--- src/rtl/qb4_pkg.sv ---
package qb4_pkg;
  localparam int LANE_W = 9;
  localparam int BEATS  = 4;

  // Edge numbering of the double-rate clock; 0 and 2 are main-clock edges.
  typedef enum logic [1:0] {
    PH_CMD   = 2'd0,  // main edge, write slot, word 2 of a running burst
    PH_HALF1 = 2'd1,  // complementary edge, word 3
    PH_DATA  = 2'd2,  // main edge, read slot, word 0
    PH_HALF3 = 2'd3   // complementary edge, word 1
  } phase_e;
endpackage

--- src/rtl/qb4_phase.sv ---
module qb4_phase
  import qb4_pkg::*;
(
  input  logic   clk,
  input  logic   rst,
  output phase_e phase
);
  always_ff @(posedge clk) begin
    if (rst) phase <= PH_CMD;
    else     phase <= phase_e'(phase + 2'd1);
  end
endmodule

--- src/rtl/qb4_cmd.sv ---
module qb4_cmd
  import qb4_pkg::*;
#(
  parameter int ADDR_W = 4
) (
  input  logic              clk,
  input  logic              rst,
  input  phase_e            phase,
  input  logic              wr_en,
  input  logic [ADDR_W-1:0] wr_addr,
  output logic              pend,
  output logic [ADDR_W-1:0] pend_addr,
  output logic              slot_err
);
  always_ff @(posedge clk) begin
    if (rst) begin
      pend     <= 1'b0;
      slot_err <= 1'b0;
    end else begin
      if (phase == PH_CMD) begin
        pend <= wr_en;
        if (wr_en) pend_addr <= wr_addr;
      end
      slot_err <= wr_en && (phase == PH_DATA);
    end
  end

  AST_ERR_ONE_CYCLE: assert property (@(posedge clk) disable iff (rst)
    slot_err |=> !slot_err);
endmodule

--- src/rtl/qb4_beat.sv ---
module qb4_beat
  import qb4_pkg::*;
#(
  parameter int ADDR_W = 4,
  parameter int DATA_W = 18,
  localparam int LANES = DATA_W / LANE_W,
  localparam int WA_W  = ADDR_W + $clog2(BEATS)
) (
  input  logic              clk,
  input  logic              rst,
  input  phase_e            phase,
  input  logic              pend,
  input  logic [ADDR_W-1:0] pend_addr,
  input  logic [DATA_W-1:0] wr_data,
  input  logic [LANES-1:0]  wr_bw_n,
  output logic              cap_vld,
  output logic [WA_W-1:0]   cap_addr,
  output logic [DATA_W-1:0] cap_data,
  output logic [LANES-1:0]  lane_we
);
  logic              burst_act;
  logic [ADDR_W-1:0] burst_addr;
  logic              take;
  logic [ADDR_W-1:0] take_addr;
  logic [LANES-1:0]  cap_bwn;

  // The first word of a burst comes straight from the command register;
  // the rest use the copy held for the whole burst.
  always_comb begin
    if (phase == PH_DATA) begin
      take      = pend;
      take_addr = pend_addr;
    end else begin
      take      = burst_act;
      take_addr = burst_addr;
    end
  end

  always_ff @(posedge clk) begin
    if (rst) begin
      burst_act <= 1'b0;
      cap_vld   <= 1'b0;
    end else begin
      if (phase == PH_DATA) begin
        burst_act  <= pend;
        burst_addr <= pend_addr;
      end
      cap_vld  <= take;
      cap_addr <= {take_addr, phase ^ 2'b10};
      cap_data <= wr_data;
      cap_bwn  <= wr_bw_n;
    end
  end

  always_comb lane_we = cap_vld ? ~cap_bwn : '0;

  AST_FIRST_WORD_SLOT: assert property (@(posedge clk) disable iff (rst)
    (cap_vld && cap_addr[1:0] == 2'd0) |-> $past(phase) == PH_DATA);
  AST_WORDS_IN_ORDER: assert property (@(posedge clk) disable iff (rst)
    (cap_vld && cap_addr[1:0] != 2'd3) |=>
      (cap_vld && cap_addr[1:0] == 2'($past(cap_addr[1:0]) + 2'd1)
       && cap_addr[WA_W-1:2] == $past(cap_addr[WA_W-1:2])));
endmodule

--- src/rtl/qb4_lane_ram.sv ---
module qb4_lane_ram #(
  parameter int AW = 6,
  parameter int W  = 9,
  localparam int DEPTH = 1 << AW
) (
  input  logic          clk,
  input  logic          rst,
  input  logic          we,
  input  logic [AW-1:0] waddr,
  input  logic [W-1:0]  wdata,
  input  logic [AW-1:0] raddr,
  output logic [W-1:0]  rdata
);
  logic [W-1:0] mem [DEPTH];

  always_ff @(posedge clk) begin
    if (we) mem[waddr] <= wdata;
  end

  always_ff @(posedge clk) begin
    if (rst) rdata <= '0;
    else     rdata <= mem[raddr];
  end
endmodule

--- src/rtl/qb4_write_port.sv ---
module qb4_write_port
  import qb4_pkg::*;
#(
  parameter int ADDR_W = 4,
  parameter int DATA_W = 18,
  localparam int LANES = DATA_W / LANE_W,
  localparam int WA_W  = ADDR_W + $clog2(BEATS)
) (
  input  logic              clk,
  input  logic              rst,
  input  logic              wr_en,
  input  logic [ADDR_W-1:0] wr_addr,
  input  logic [DATA_W-1:0] wr_data,
  input  logic [LANES-1:0]  wr_bw_n,
  input  logic [WA_W-1:0]   rd_addr,
  output logic [DATA_W-1:0] rd_data,
  output logic              wr_window,
  output logic              slot_err
);
  phase_e              phase;
  logic                pend;
  logic [ADDR_W-1:0]   pend_addr;
  logic                cap_vld;
  logic [WA_W-1:0]     cap_addr;
  logic [DATA_W-1:0]   cap_data;
  logic [LANES-1:0]    lane_we;

  qb4_phase u_phase (.clk(clk), .rst(rst), .phase(phase));

  qb4_cmd #(.ADDR_W(ADDR_W)) u_cmd (
    .clk(clk), .rst(rst), .phase(phase), .wr_en(wr_en), .wr_addr(wr_addr),
    .pend(pend), .pend_addr(pend_addr), .slot_err(slot_err)
  );

  qb4_beat #(.ADDR_W(ADDR_W), .DATA_W(DATA_W)) u_beat (
    .clk(clk), .rst(rst), .phase(phase), .pend(pend), .pend_addr(pend_addr),
    .wr_data(wr_data), .wr_bw_n(wr_bw_n), .cap_vld(cap_vld),
    .cap_addr(cap_addr), .cap_data(cap_data), .lane_we(lane_we)
  );

  for (genvar i = 0; i < LANES; i++) begin : g_lane
    qb4_lane_ram #(.AW(WA_W), .W(LANE_W)) u_ram (
      .clk(clk), .rst(rst), .we(lane_we[i]), .waddr(cap_addr),
      .wdata(cap_data[i*LANE_W +: LANE_W]), .raddr(rd_addr),
      .rdata(rd_data[i*LANE_W +: LANE_W])
    );
  end

  assign wr_window = (phase == PH_CMD);

  AST_BURST_NEEDS_CMD: assert property (@(posedge clk) disable iff (rst)
    (pend && phase == PH_DATA) |-> $past(wr_en, 2));
  AST_WRITE_ONLY_IN_BURST: assert property (@(posedge clk) disable iff (rst)
    (lane_we != '0) |-> cap_vld);
endmodule

--- config.mk ---
export PLATFORM = sky130hd
export DESIGN_NAME = qb4_write_port
export DESIGN_NICKNAME = d
export VERILOG_FILES = /design/src/rtl/qb4_pkg.sv /design/src/rtl/qb4_phase.sv /design/src/rtl/qb4_cmd.sv /design/src/rtl/qb4_beat.sv /design/src/rtl/qb4_lane_ram.sv /design/src/rtl/qb4_write_port.sv
export SDC_FILE = /design/constraint.sdc
export NUM_CORES = 1
export LEC_CHECK = 0
export CAP_MARGIN = 20
export CORE_MARGIN = 1
export CORE_UTILIZATION = 35
export DETAILED_ROUTE_END_ITERATION = 7
export MAX_ROUTING_LAYER = met4
export PLACE_DENSITY = 0.56
export SYNTH_ARGS = -nofsm -noshare
export SYNTH_HDL_FRONTEND = slang
export SYNTH_SLANG_ARGS = --single-unit
--- constraint.sdc ---
create_clock -name clk -period 5.7 [get_ports clk]
set_input_delay 1.14 -clock clk [delete_from_list [all_inputs] [get_ports clk]]
set_output_delay 1.14 -clock clk [all_outputs]
set_load 0.02 [all_outputs]
==> flow_summary.ini, run 1 <==
[run_status]
status = complete, no violations

[clock_tree]
clockRootBuffer = clkbuf_16
cts_buffers = 115
htreeDepth = 3
holdBufCountCts = 0
clock_latency_ps = 720
cts-root-to-sink-buffers = 3
cts_tree = done
cts.repair.resized = 0
cts_setup_buffers = 0
cts_sinks = 1205
clk_pin_slew_ps = 60

[drt]
vias = 21120
drt_iter0_markers = 2342
viasPerCell = 5.262
wl_per_cell_microns = 27.20
first_pass_iters = 8
routed_wl_microns = 109200
post-route-drc-count = 0
drtAntennaViolNets = 0

[floorplan]
die_area_sq_um = 133100
io_pins = 53
row_count = 132
die_h_microns = 364.8
die_x_microns = 364.8
core_area_sq_um = 130000
start_util_pct = 35.44

[synthesis]
synth_edf_count = 1182
synth_area_leaders = edfxtp_1 (77%), mux4_2 (14%), mux2i_1 (1.2%)
synth_top_area_share_pct = 77.06
yosysWarnings = 0
async_reset_ff_share_pct = 0
syn_inst = 2069
seq_area_frac_synth_pct = 78.06
syn_nets = 2104
yosys_most_used_dff = edfxtp_1
synth_cell_types = 42
ys_top_cells_by_count = edfxtp_1 (1,182), mux4_2 (296), nor2_1 (144), mux2i_1 (56), clkbuf_1 (45)
synth.ff_latch_count = 1205
avgSynthCellArea_sq_um = 22.26
synth_most_common_cell = edfxtp_1
syn_area_sq_um = 46060
yosysTopAreaCell = edfxtp_1

[power_and_ir_drop]
powerDensity_nw_per_um2 = 354.2
p_leak_nw = 16.09
ir_drop_v = 0.0001930

[worst_setup_path]
r2r_end = g_lane[1].u_ram.mem[7][7]$_DFFE_PP_
rr_worst_depth = 3
startpoint_type = flip-flop
rrSetupSlack_ps = 2110
r2r-start = u_beat.burst_addr[0]$_DFFE_PP_
critPathSlowestCell = nor2_1
cp.required_ps = 6030
endpoint_kind = flip-flop
worst-path-max-fanout = 9
crit_chain = nand3_1, nand2b_1, nor2_1
max_stage_delay_ps = 1010
crit_arrival_ps = 3920
crit_type = reg2reg

[global_routing]
use_met1_pct = 22.85
grt_overflow = 0
grt-busiest-layer = met2
grt_first_pass_wirelength_microns = 157700
antenna_found_initial = 7
grt_usage_pct = 17.11
grt_max_degree = 79
met2_usage_pct = 24.97
grt_pass1_vias = 21860
grtUsageMet3_pct = 5.125

[sta]
period_share_pct = 63.07
clock_skew_ps = 26.28
slew_violations = 0
fin_crit_ps = 3595
finalSetupTns_ps = 0
hold_viol = 0
maxSlewHeadroom_pct = 21.19
rsz0062_at_grt = no
finalSetupViolations = 0
fmax_mhz = 278.2
whs_ps = 425.9
tightestPinTransition_ps = 1182

[layout]
postLayoutCellArea_sq_um = 52440
layout.nets = 2208
instances_no_fill = 4014
drive_above_1_share_pct = 23.48
fin_util_pct = 40.34
layout-area-overhead-vs-synth_pct = 13.83

[place]
port_buffers = 52
place_inst = 3793
placed_area_sq_um = 48550
hpwlAfterDp_microns = 67520
gp_congestion = 0.8768

[min_path]
hold_class = reg2reg
hold_end = u_beat.burst_addr[0]$_DFFE_PP_
min_from = u_cmd.pend_addr[0]$_DFFE_PP_
whs_path_depth = 0

[run]
maxCapViolCount = 0
[state kept, by name, summed over array words and instances, names as in the netlist]
signal	cells
g_lane.u_ram.mem	1152
g_lane.u_ram.rdata	18
u_beat.burst_addr	4
u_beat.cap_addr	2
u_beat.cap_bwn	2
u_beat.cap_data	18
u_beat.cap_vld	1
u_cmd.pend	1
u_cmd.pend_addr	4
u_cmd.slot_err	1
u_phase.phase	2
[worst max-delay path, delay by kind of cell (launching register included)]
kind	cells	cell delay, ps
AND/OR/NAND/NOR	3	2670
flip-flops	1	510
[metrics by stage]
| stage | total power [mW] | setup slack, ps |
|---|---|---|
| after floorplan | 10.59 | 2831 |
| after global placement | 10.97 | 1603 |
| after detailed placement | 10.99 | 1549 |
| after CTS | 18.72 | 2174 |
| after global routing | 19.08 | 1999 |
| final | 18.57 | 2105 |
[worst max path at each step]
stage                                   startpoint                              endpoint  slack [ps]  depth (start not counted)
floorplan                               rd_addr[1]   g_lane[1].u_ram.rdata[5]$_SDFF_PP0_        2830                          6
global placement                        rd_addr[4]   g_lane[1].u_ram.rdata[6]$_SDFF_PP0_        1600                          6
detailed placement                      rd_addr[4]   g_lane[1].u_ram.rdata[6]$_SDFF_PP0_        1550                          6
CTS                 u_beat.burst_addr[0]$_DFFE_PP_  g_lane[1].u_ram.mem[47][1]$_DFFE_PP_        2170                          3
global route        u_beat.burst_addr[0]$_DFFE_PP_  g_lane[1].u_ram.mem[43][3]$_DFFE_PP_        2000                          4
finish              u_beat.burst_addr[0]$_DFFE_PP_   g_lane[1].u_ram.mem[7][7]$_DFFE_PP_        2110                          3
[report_power, final]
part	switching [mW]	internal, mW	total [mW]
combinational	0.604	0.330	0.934
sequential	0.0327	9.83	9.86
clock	3.26	4.51	7.78
[layer usage]
metal	share of wire, %	vias to the layer above
met5	0	-
met3	9.2	175
met1	42	11270
met2	45	779
li1	-	8894
met4	2.9	0
[cell families (layout without fill, tap and decap cells)]
group                    Yosys count  count (layout)  share of synthesized area (%)
other                              0               2                              0
multiplexers                     361             361                          15.91
adder cells (fa/ha/maj)            2               2                        0.05432
AO/OA/AOI/OAI                    135             135                          2.092
AND/OR/NAND/NOR                  235             235                          2.287
buffers and inverters            131             332                          1.603
flip-flops                      1205            1205                          78.06
[layout by cell type, fill, tap and decap left out, types with 8 or more instances in the layout]
cell	count
clkinv_1	24
clkbuf_16	115
bufinv_16	18
mux2i_1	56
clkinv_2	20
nor2_1	143
dfxtp_1	23
o221ai_1	18
clkdlybuf4s50_1	48
nand2b_1	13
o21ai_0	16
clkbuf_1	25
buf_4	38
mux4_2	296
o22ai_1	35
buf_12	10
a211o_1	8
nor2b_1	23
edfxtp_1	1182
mux2_2	9
inv_1	15
a21oi_1	11
nand2_1	27
[layout make-up]
| cell class | count | area [sq um] |
|---|---|---|
| tap | 1742 | 2180 |
| sequential | 1205 | 35950 |
| inverter | 15 | 56.30 |
| fill | 11370 | 77540 |
| antenna | 2 | 5.005 |
| clock inverter | 74 | 843.3 |
| clock buffer | 140 | 2972 |
| timing repair buffer | 103 | 1052 |
| multi-input combinational | 733 | 9373 |
(Power assumes the default switching activity.)
==> inputs of run 2 (changes only) <==
Settings changed: PLACE_DENSITY 0.56 to 0.58.
Clock period 5.7 ns to 2.9 ns, I/O delays scaled along.
==> flow_summary.ini, run 2 (synthesis results as in run 1) <==
[run_status]
status = complete, no violations

[global_routing]
antenna_found_initial = 6
grt_first_pass_wirelength_microns = 164000
grt_max_degree = 65
grt_usage_pct = 17.60
grt_pass1_vias = 22950
grt_overflow = 0

[drt]
drtAntennaViolNets = 0
routed_wl_microns = 113000
vias = 22450
wl_per_cell_microns = 26.65
viasPerCell = 5.295
drt_iter0_markers = 2694
post-route-drc-count = 0
first_pass_iters = 5

[clock_tree]
clk_pin_slew_ps = 60
cts_setup_buffers = 0
cts_tree = done
clock_latency_ps = 700
clockRootBuffer = clkbuf_16
cts_buffers = 118
cts_sinks = 1205
holdBufCountCts = 0
cts.repair.resized = 0
cts-root-to-sink-buffers = 3
htreeDepth = 3

[power_and_ir_drop]
p_leak_nw = 17.28
ir_drop_v = 0.0004831
total_power_mw = 36.26
powerDensity_nw_per_um2 = 669.2

[sta]
finalSetupViolations = 0
tightestPinTransition_ps = 981.4
slew_violations = 0
clock_skew_ps = 20.72
rsz0062_at_grt = no
hold_viol = 0
fin_crit_ps = 2559
fin_ws_ps = 341.3
period_share_pct = 88.23
maxSlewHeadroom_pct = 33.97
fmax_mhz = 390.8

[layout]
reg_top3 = g_lane.u_ram.mem (1152), g_lane.u_ram.rdata (18), u_beat.cap_data (18)
final_common_cell = edfxtp_1
layout_common_cells = edfxtp_1 (1,182), mux4_2 (296), buf_4 (251)
drive_above_1_share_pct = 30.41
layout-area-overhead-vs-synth_pct = 17.63
postLayoutCellArea_sq_um = 54180
largest_reg_flops = 1152
layout.nets = 2432
fin_util_pct = 41.69
largest_register = g_lane.u_ram.mem

[worst_setup_path]
startpoint_type = flip-flop
crit_arrival_ps = 1980
endpoint_kind = primary output
cp.required_ps = 2320
crit_type = reg2out
worst-path-max-fanout = 3

[floorplan]
die_x_microns = 364.8
io_pins = 53
row_count = 132
core_area_sq_um = 130000
die_area_sq_um = 133100
die_h_microns = 364.8
start_util_pct = 35.44

[min_path]
hold_class = reg2reg

[place]
hpwlAfterDp_microns = 71860
gp_congestion = 0.8234
dp_slack_ps = -125.2
placed_area_sq_um = 50400
port_buffers = 52

[run]
maxCapViolCount = 0
run 2: cell types whose count changed in the layout (fill, tap and decap cells not counted), sizes merged:
| cell | before | now |
|---|---|---|
| clkbuf | 141 | 161 |
| buf | 54 | 275 |
| inv | 19 | 18 |
| diode | 2 | 1 |
| clkinvlp | 6 | 4 |
| clkinv | 46 | 45 |
| bufinv | 18 | 7 |
run 2: layout make-up:
| class | instances | area [sq um] |
|---|---|---|
| Timing Repair Buffer | 324 | 2834 |
| Antenna cell | 1 | 2.502 |
| Fill cell | 11230 | 75800 |
| Sequential cell | 1205 | 35950 |
| Inverter | 15 | 56.30 |
| Clock buffer | 160 | 3306 |
| Tap cell | 1742 | 2180 |
| Multi-Input combinational cell | 733 | 9373 |
| Clock inverter | 59 | 479.2 |
run 2: path summary, 6_finish.rpt:
path / start / endpoint / slack [ps] / cells past startpoint
worst max-delay path: u_phase.phase[0]$_SDFF_PP0_ / wr_window / 340 / 3
worst min-delay path: u_cmd.pend_addr[2]$_DFFE_PP_ / u_beat.burst_addr[2]$_DFFE_PP_ / 430 / 0
worst max register to register: u_beat.burst_addr[0]$_DFFE_PP_ / g_lane[0].u_ram.mem[57][2]$_DFFE_PP_ / 450 / 4
worst min register to register: u_cmd.pend_addr[2]$_DFFE_PP_ / u_beat.burst_addr[2]$_DFFE_PP_ / 430 / 0
run 2: worst max-delay path, cell delays in order, from the launching register on:
cell,delay [ps]
dfxtp_1,320
inv_1,90
ha_1,230
clkdlybuf4s50_1,640
run 2: report_power, final:
group	switching [mW]	total, mW	internal [mW]
clock network	6.39	15.0	8.56
registers	0.0629	19.4	19.3
logic	1.19	1.93	0.737
run 2: per-stage QoR:
step	std cells	hold WS, ps	TNS (ps)
3_5_place_dp	4019	420.6	-253.0
3_3_place_gp	4019	407.1	-286.0
6_report	4239	430.8	0
5_1_grt	4238	398.0	0
2_1_floorplan	2069	395.1	0
4_1_cts	4238	387.0	0
run 2: routing by layer:
| metal | track usage [%] | share of wire (%) | vias to the layer above |
|---|---|---|---|
| met5 | - | 0 | - |
| met4 | 3.740 | 1.9 | 0 |
| met3 | 2.558 | 6.7 | 161 |
| met2 | 26.49 | 47 | 811 |
| met1 | 25.43 | 45 | 12130 |
| li1 | - | - | 9345 |
